--- src/rtl/nmi_pkg.sv ---
`timescale 1ns/1ps
// Shared constants for the resumable NMI trap controller.
// Assumes the privilege encoding 0 = U, 1 = S, 3 = M.
package nmi_pkg;
    localparam logic [1:0]  PRIV_M       = 2'b11;
    localparam logic [11:0] CSR_SCRATCH  = 12'h350;
    localparam logic [11:0] CSR_EPC      = 12'h351;
    localparam logic [11:0] CSR_CAUSE    = 12'h352;
    localparam logic [11:0] CSR_STATUS   = 12'h353;
    localparam logic [31:0] RET_OPCODE   = 32'h7020_0073;
    localparam int          MPP_LSB      = 11;
    localparam logic [3:0]  FC_MISALIGN  = 4'd0;
    localparam logic [3:0]  FC_ILLEGAL   = 4'd2;

    typedef enum logic [1:0] {
        RK_ENTRY = 2'd0,
        RK_EXC   = 2'd1,
        RK_RET   = 2'd2
    } redir_kind_e;
endpackage

--- src/rtl/nmi_pend_enc.sv ---
`timescale 1ns/1ps
// Pending register and lowest-index priority encoder.
// Each pending bit copies its line one clock later.
// Assumes the lines are synchronous to clk.
module nmi_pend_enc #(
    parameter int N  = 4,
    parameter int IW = 2
) (
    input  logic          clk,
    input  logic          rst_n,
    input  logic [N-1:0]  lines,
    output logic          pend_any,
    output logic [IW-1:0] pend_idx
);
    logic [N-1:0] pend_q;

    // Sample the line levels into the pending bits.
    always_ff @(posedge clk) begin
        if (!rst_n) pend_q <= '0;
        else        pend_q <= lines;
    end

    // Find the lowest-numbered pending line.
    always_comb begin
        pend_idx = '0;
        for (int i = N - 1; i >= 0; i--) begin
            if (pend_q[i]) pend_idx = IW'(i);
        end
    end

    assign pend_any = |pend_q;
endmodule

--- src/rtl/nmi_csr_bank.sv ---
`timescale 1ns/1ps
// Save registers for the NMI: scratch, saved PC, cause and status.
// The status register holds only the previous-privilege field.
// An entry update takes priority over a software write in the same cycle.
module nmi_csr_bank #(
    parameter int XLEN     = 32,
    parameter bit HAS_RNMI = 1'b1
) (
    input  logic            clk,
    input  logic            rst_n,
    input  logic            wr_en,
    input  logic [11:0]     addr,
    input  logic [XLEN-1:0] wdata,
    input  logic            entry,
    input  logic [XLEN-1:0] entry_pc,
    input  logic [XLEN-1:0] entry_cause,
    input  logic [1:0]      entry_priv,
    output logic            hit,
    output logic [XLEN-1:0] rdata,
    output logic [XLEN-1:0] epc,
    output logic [1:0]      mpp
);
    import nmi_pkg::*;

    logic [XLEN-1:0] scratch_q, epc_q, cause_q;
    logic [1:0]      mpp_q;
    logic [XLEN-1:0] status_word;

    assign hit = HAS_RNMI && (addr[11:2] == CSR_SCRATCH[11:2]);

    // Update the registers from a trap entry or a software write.
    always_ff @(posedge clk) begin
        if (!rst_n) begin
            scratch_q <= '0;
            epc_q     <= '0;
            cause_q   <= '0;
            mpp_q     <= '0;
        end else if (entry) begin
            epc_q   <= entry_pc;
            cause_q <= entry_cause;
            mpp_q   <= entry_priv;
        end else if (wr_en && hit) begin
            case (addr[1:0])
                CSR_SCRATCH[1:0]: scratch_q <= wdata;
                CSR_EPC[1:0]:     epc_q     <= wdata;
                CSR_CAUSE[1:0]:   cause_q   <= wdata;
                default:          mpp_q     <= wdata[MPP_LSB+1:MPP_LSB];
            endcase
        end
    end

    // Build the status word and the read mux.
    always_comb begin
        status_word = '0;
        status_word[MPP_LSB+1:MPP_LSB] = mpp_q;
        rdata = '0;
        if (hit) begin
            case (addr[1:0])
                CSR_SCRATCH[1:0]: rdata = scratch_q;
                CSR_EPC[1:0]:     rdata = epc_q;
                CSR_CAUSE[1:0]:   rdata = cause_q;
                default:          rdata = status_word;
            endcase
        end
    end

    assign epc = epc_q;
    assign mpp = mpp_q;
endmodule

--- src/rtl/nmi_ret_unit.sv ---
`timescale 1ns/1ps
// Decodes the NMI return instruction and checks whether it is legal.
// The checks are made in order: feature present and machine mode,
// then target alignment, then the privilege the hart returns to.
module nmi_ret_unit #(
    parameter bit HAS_RNMI       = 1'b1,
    parameter bit HAS_COMPRESSED = 1'b0,
    parameter int PMP_RULES      = 0
) (
    input  logic        instr_valid,
    input  logic [31:0] instr,
    input  logic [1:0]  cur_priv,
    input  logic [1:0]  epc_lo,
    input  logic [1:0]  mpp,
    output logic        ret_req,
    output logic        ret_ok,
    output logic        ret_fault,
    output logic [3:0]  ret_cause
);
    import nmi_pkg::*;

    assign ret_req = instr_valid && (instr == RET_OPCODE);

    // Classify the return as legal or as one of the faults.
    always_comb begin
        ret_ok    = 1'b0;
        ret_fault = 1'b0;
        ret_cause = FC_ILLEGAL;
        if (ret_req) begin
            if (!HAS_RNMI || cur_priv != PRIV_M) begin
                ret_fault = 1'b1;
            end else if (!HAS_COMPRESSED && epc_lo != 2'b00) begin
                ret_fault = 1'b1;
                ret_cause = FC_MISALIGN;
            end else if (PMP_RULES == 0 && mpp != PRIV_M) begin
                ret_fault = 1'b1;
            end else begin
                ret_ok = 1'b1;
            end
        end
    end
endmodule

--- src/rtl/nmi_trap_ctrl.sv ---
`timescale 1ns/1ps
// Resumable NMI trap controller (top).
// It takes NMIs ahead of ordinary interrupts and keeps exceptions raised
// inside the handler in machine mode, sending them to a separate vector.
// It executes the NMI return instruction.
// Assumes exc_req and the return instruction are single-cycle strobes.
// All redirects and faults are registered one-cycle pulses.
module nmi_trap_ctrl #(
    parameter int              XLEN           = 32,
    parameter int              NUM_NMI        = 4,
    parameter logic [XLEN-1:0] IRQ_VEC        = 'h1000,
    parameter logic [XLEN-1:0] EXC_VEC        = 'h1000,
    parameter bit              HAS_RNMI       = 1'b1,
    parameter bit              HAS_COMPRESSED = 1'b0,
    parameter int              PMP_RULES      = 0
) (
    input  logic               clk,
    input  logic               rst_n,
    input  logic [NUM_NMI-1:0] nmi_lines,
    input  logic [1:0]         cur_priv,
    input  logic [XLEN-1:0]    cur_pc,
    input  logic               exc_req,
    input  logic               instr_valid,
    input  logic [31:0]        instr,
    input  logic               csr_we,
    input  logic [11:0]        csr_addr,
    input  logic [XLEN-1:0]    csr_wdata,
    output logic [XLEN-1:0]    csr_rdata,
    output logic               csr_hit,
    output logic               irq_allow,
    output logic               sdeleg_allow,
    output logic               redir_valid,
    output logic [1:0]         redir_kind,
    output logic [XLEN-1:0]    redir_pc,
    output logic [1:0]         redir_priv,
    output logic               fault_valid,
    output logic [3:0]         fault_cause
);
    import nmi_pkg::*;

    localparam int IDX_W = (NUM_NMI > 1) ? $clog2(NUM_NMI) : 1;

    logic             nmi_en;
    logic             pend_any;
    logic [IDX_W-1:0] pend_idx;
    logic [XLEN-1:0]  epc;
    logic [1:0]       mpp;
    logic             ret_req, ret_ok, ret_fault;
    logic [3:0]       ret_cause;
    logic             take_nmi, exc_in_handler;

    nmi_pend_enc #(.N(NUM_NMI), .IW(IDX_W)) pend_i (
        .clk(clk), .rst_n(rst_n), .lines(nmi_lines),
        .pend_any(pend_any), .pend_idx(pend_idx)
    );

    nmi_csr_bank #(.XLEN(XLEN), .HAS_RNMI(HAS_RNMI)) csr_i (
        .clk(clk), .rst_n(rst_n), .wr_en(csr_we), .addr(csr_addr),
        .wdata(csr_wdata), .entry(take_nmi), .entry_pc(cur_pc),
        .entry_cause(XLEN'(pend_idx)), .entry_priv(cur_priv),
        .hit(csr_hit), .rdata(csr_rdata), .epc(epc), .mpp(mpp)
    );

    nmi_ret_unit #(.HAS_RNMI(HAS_RNMI), .HAS_COMPRESSED(HAS_COMPRESSED),
                   .PMP_RULES(PMP_RULES)) ret_i (
        .instr_valid(instr_valid), .instr(instr), .cur_priv(cur_priv),
        .epc_lo(epc[1:0]), .mpp(mpp), .ret_req(ret_req), .ret_ok(ret_ok),
        .ret_fault(ret_fault), .ret_cause(ret_cause)
    );

    assign take_nmi       = HAS_RNMI && nmi_en && pend_any && !exc_req && !ret_req;
    assign exc_in_handler = HAS_RNMI && exc_req && !nmi_en;
    assign irq_allow      = !HAS_RNMI || (nmi_en && !pend_any);
    assign sdeleg_allow   = !HAS_RNMI || nmi_en;

    // Choose the event with the highest priority and register the redirect.
    always_ff @(posedge clk) begin
        if (!rst_n) begin
            nmi_en      <= HAS_RNMI;
            redir_valid <= 1'b0;
            redir_kind  <= RK_ENTRY;
            redir_pc    <= '0;
            redir_priv  <= PRIV_M;
            fault_valid <= 1'b0;
            fault_cause <= '0;
        end else begin
            redir_valid <= 1'b0;
            fault_valid <= 1'b0;
            if (exc_in_handler) begin
                redir_valid <= 1'b1;
                redir_kind  <= RK_EXC;
                redir_pc    <= EXC_VEC;
                redir_priv  <= PRIV_M;
            end else if (ret_ok) begin
                redir_valid <= 1'b1;
                redir_kind  <= RK_RET;
                redir_pc    <= epc;
                redir_priv  <= mpp;
                nmi_en      <= 1'b1;
            end else if (ret_fault) begin
                fault_valid <= 1'b1;
                fault_cause <= ret_cause;
            end else if (take_nmi) begin
                redir_valid <= 1'b1;
                redir_kind  <= RK_ENTRY;
                redir_pc    <= IRQ_VEC;
                redir_priv  <= PRIV_M;
                nmi_en      <= 1'b0;
            end
        end
    end
endmodule

--- config.mk ---
export PLATFORM = sky130hd
export DESIGN_NAME = nmi_trap_ctrl
export DESIGN_NICKNAME = d
export VERILOG_FILES = /design/src/rtl/nmi_pkg.sv /design/src/rtl/nmi_pend_enc.sv /design/src/rtl/nmi_csr_bank.sv /design/src/rtl/nmi_ret_unit.sv /design/src/rtl/nmi_trap_ctrl.sv
export SDC_FILE = /design/constraint.sdc
export NUM_CORES = 1
export LEC_CHECK = 0
export BUFFER_PORTS_ARGS = -buffer_cell sky130_fd_sc_hd__buf_4
export CAP_MARGIN = 10
export CORE_MARGIN = 8
export CORE_UTILIZATION = 45
export CTS_CLUSTER_DIAMETER = 80
export DETAILED_ROUTE_END_ITERATION = 10
export PLACE_DENSITY = 0.85
export SYNTH_ARGS = -nofsm -noshare
export SYNTH_HDL_FRONTEND = slang
export SYNTH_SLANG_ARGS = --single-unit
--- constraint.sdc ---
create_clock -name clk -period 2 [get_ports clk]
set_input_delay 0 -clock clk [delete_from_list [all_inputs] [get_ports clk]]
set_output_delay 0 -clock clk [all_outputs]
set_load 0.02 [all_outputs]
==> key figures <==
Run status
  • Outcome: finished clean

Yosys
  • Top cell type's share of synthesized area: between 40% and 50%
  • Syn_area_per_cell: between 8 and 9 um^2
  • Most common cell in the synthesized netlist: dfxtp_1
  • Post-synthesis sequential area ratio: a little over two fifths
  • Cell count after synthesis: 733
  • Main synth FF type: dfxtp_1
  • #FFs+latches synth: 142
  • Synth Cell Area: 6555 um^2
  • Ys async rst share: 0%
  • Synth unique cells: 49
  • Yosys warnings: 0
  • Area leader, netlist: dfxtp_1
  • Synth cell count leaders: dfxtp_1 (142), nand2_1 (134), mux2i_1 (98)
  • Synth top area cells: dfxtp_1 (43%), mux2i_1 (15%), nand2_1 (7.7%)
  • Post-synth EDFFs: 0

Min path
  • Hold WC Path Type: input port to flop

Timing
  • Final clock skew: approximately 0.010 ns
  • Tmin final: 1.972 ns
  • Slew of the pin with the lowest slew margin: about 0.9 ns
  • Period utilization: approximately 100%
  • Highest clock rate: between 500 and 600 MHz
  • Final slew viol count: 0
  • Worst slew margin: 39.40%
  • Fin. Hold Viols: 0
  • # setup viols final: 0
  • TNS Setup: 0 ns

Global route
  • Largest net degree at the start of global routing: between 90 and 100
  • First-pass GRT wire length: 34500 um
  • Vias in the first global route: 6673
  • Total grt overflow: 0
  • Initial antenna violation count: 1
  • All-Layer GR Usage: between 20% and 30%

Finish
  • Share of cells above drive strength 1: 28.66%
  • # fillers: 1078
  • Synthesis-to-finish area growth: 50.18%
  • Final #Nets: around 1100

Detailed routing
  • DR pass1 iterations: 5
  • Total number of vias: ~6700
  • WL met2: 11200 um
  • Routed WL: 23340 um
  • Met1 Routed Length: around 9400 um
  • Routed WL per cell: around 19 um
  • Top sig layer: met4
  • Antenna viol nets, final: 0
  • WL met3: ~2000 um
  • Drt drc: 0
  • Vias/cell: 5.603
  • Iteration-0 DRC Markers: 503

Power
  • PwrDens: 729.2 nW/um^2
  • Lkg Pwr: 4.021 nW
  • Worst IR Drop VDD: roughly 600 uV
  • Total power: 7.179 mW

Placement
  • Hpwl dp: ~15000 um
  • Placer Congestion: 0.8537
  • Port bufs: approximately 190

Floorplan
  • Initial Util: a little under half
  • Die ar.: around 19000 um^2
  • # IOs: about 200
  • Die Width: around 140 um
  • Rows: 44
  • Core area: ~14000 um^2
  • DIE HEIGHT: around 140 um

Clock network
  • Clk pin slew, worst setup/hold paths: 0.06 ns
  • Clk buf depth: 2
  • Worst skew pair latency: about 0.42 ns
  • CTS tree: yes
  • H-tree depth: 4
  • Total CTS buffers: 17
  • CTS sink count: around 140
  • Clock root cell: clkbuf_16

Critical path
  • Critical Path RT: between 2 and 2.5 ns
  • Worst Setup End Kind: flop
  • Worst Path Arrival: 2.34 ns
  • Critical Path Start Type: flop
  • Crit-path max FO: 7
  • Critical path class: flop to flop

Job
  • Max-cap violations: 0
[final timing paths]
check	startpoint	to	slack, ns	cells past startpoint
worst max-delay path	csr_i.mpp[1]	redir_pc[3]	0.03	8
worst min-delay path	instr[16]	fault_cause[1]	0.10	6
worst max register to register	csr_i.mpp[1]	redir_pc[3]	0.03	8
worst min register to register	redir_priv[1]	redir_priv[1]	0.44	1
[per-layer routing]
layer	global-route usage, %	up-vias
met1	27.71	3145
met4	11.53	0
met5	0	-
met2	39.17	356
met3	6.314	57
li1	-	3149
[metrics by stage]
stage	hold WS [ns]	cells	area (um^2)	setup slack [ns]	util, %
4_1_cts	0.08572	1191	9739	-0.008026	67.78
6_report	0.1043	1197	9844	0.02751	68.51
5_1_grt	0.1270	1197	9844	-0.04052	68.51
3_5_place_dp	0.2121	1086	8373	-0.09893	58.27
2_1_floorplan	0.1273	735	6563	0.1379	-
3_3_place_gp	0.2118	1086	8373	-0.02049	58.27
[registers in the layout (all words and copies together), names as in the netlist, 2 cells and up]
register	flops
csr_i.cause_q	32
csr_i.epc	32
csr_i.mpp	2
csr_i.scratch_q	32
pend_i.pend_q	4
redir_kind	2
redir_pc	32
redir_priv	2
[report_power, final]
part / switching, mW / internal (mW)
clock network: 1.15 / 2.10
registers: 0.0700 / 2.91
logic: 0.462 / 0.480
[critical path, cell delays in order, from the launching register on]
cell       delay [ns]
dfxtp_2          0.34
nand4_1          0.10
or3_4            0.36
or4_4            0.43
buf_4            0.17
nor2_4           0.10
buf_12           0.13
clkbuf_16        0.17
a22o_1           0.13
[cells by family (layout without fill, tap and decap cells)]
family	Yosys count	in the layout	share of synthesized area, %
compound gates	171	172	18.42
buf+inv	68	344	4.753
flops	142	142	43.37
mux	102	102	16.00
other cells	1	4	0.05721
simple gates	249	249	17.41
[cell usage in the layout, fill, tap and decap left out, types with 3 or more instances in the layout]
master           n
nand2_1        134
and3_1           3
inv_1            3
nand3_1          3
bufinv_16        3
a22o_1          29
o21ai_1          8
nand4_1          3
clkbuf_8         5
o21ai_0         28
and2_1           7
a21oi_1         61
nor4_4           3
conb_1           3
nor4b_2          3
dfxtp_1        140
buf_4          224
o311a_1         34
buf_12           9
nor2_1          66
dlygate4sd3_1   76
nor4_1           3
mux2i_1         98
clkbuf_16       19
[final cells by class]
class                   count  area (um^2)  area share, %
inverters                   3        11.26         0.1144
diodes                      1        2.502        0.02542
clock inverters             6        107.6          1.093
multi-input cells         526         3466          35.21
clock buffers              23        498.0          5.058
well taps                 184        230.2          2.339
repair buffers            312         2684          27.26
flip-flops and latches    142         2845          28.90
[repair_timing]
item | 4_1_cts | 5_1_grt
endpoints found under the hold margin | 107 | 0
gates cloned | 0 | 4
setup endpoints to repair | 1 | 41
resized for setup | 0 | 4
buffers inserted | 0 | 1
pin swaps | 0 | 2
hold buffers | 76 | 0
Note: power is estimated with default switching activity, not from simulation.
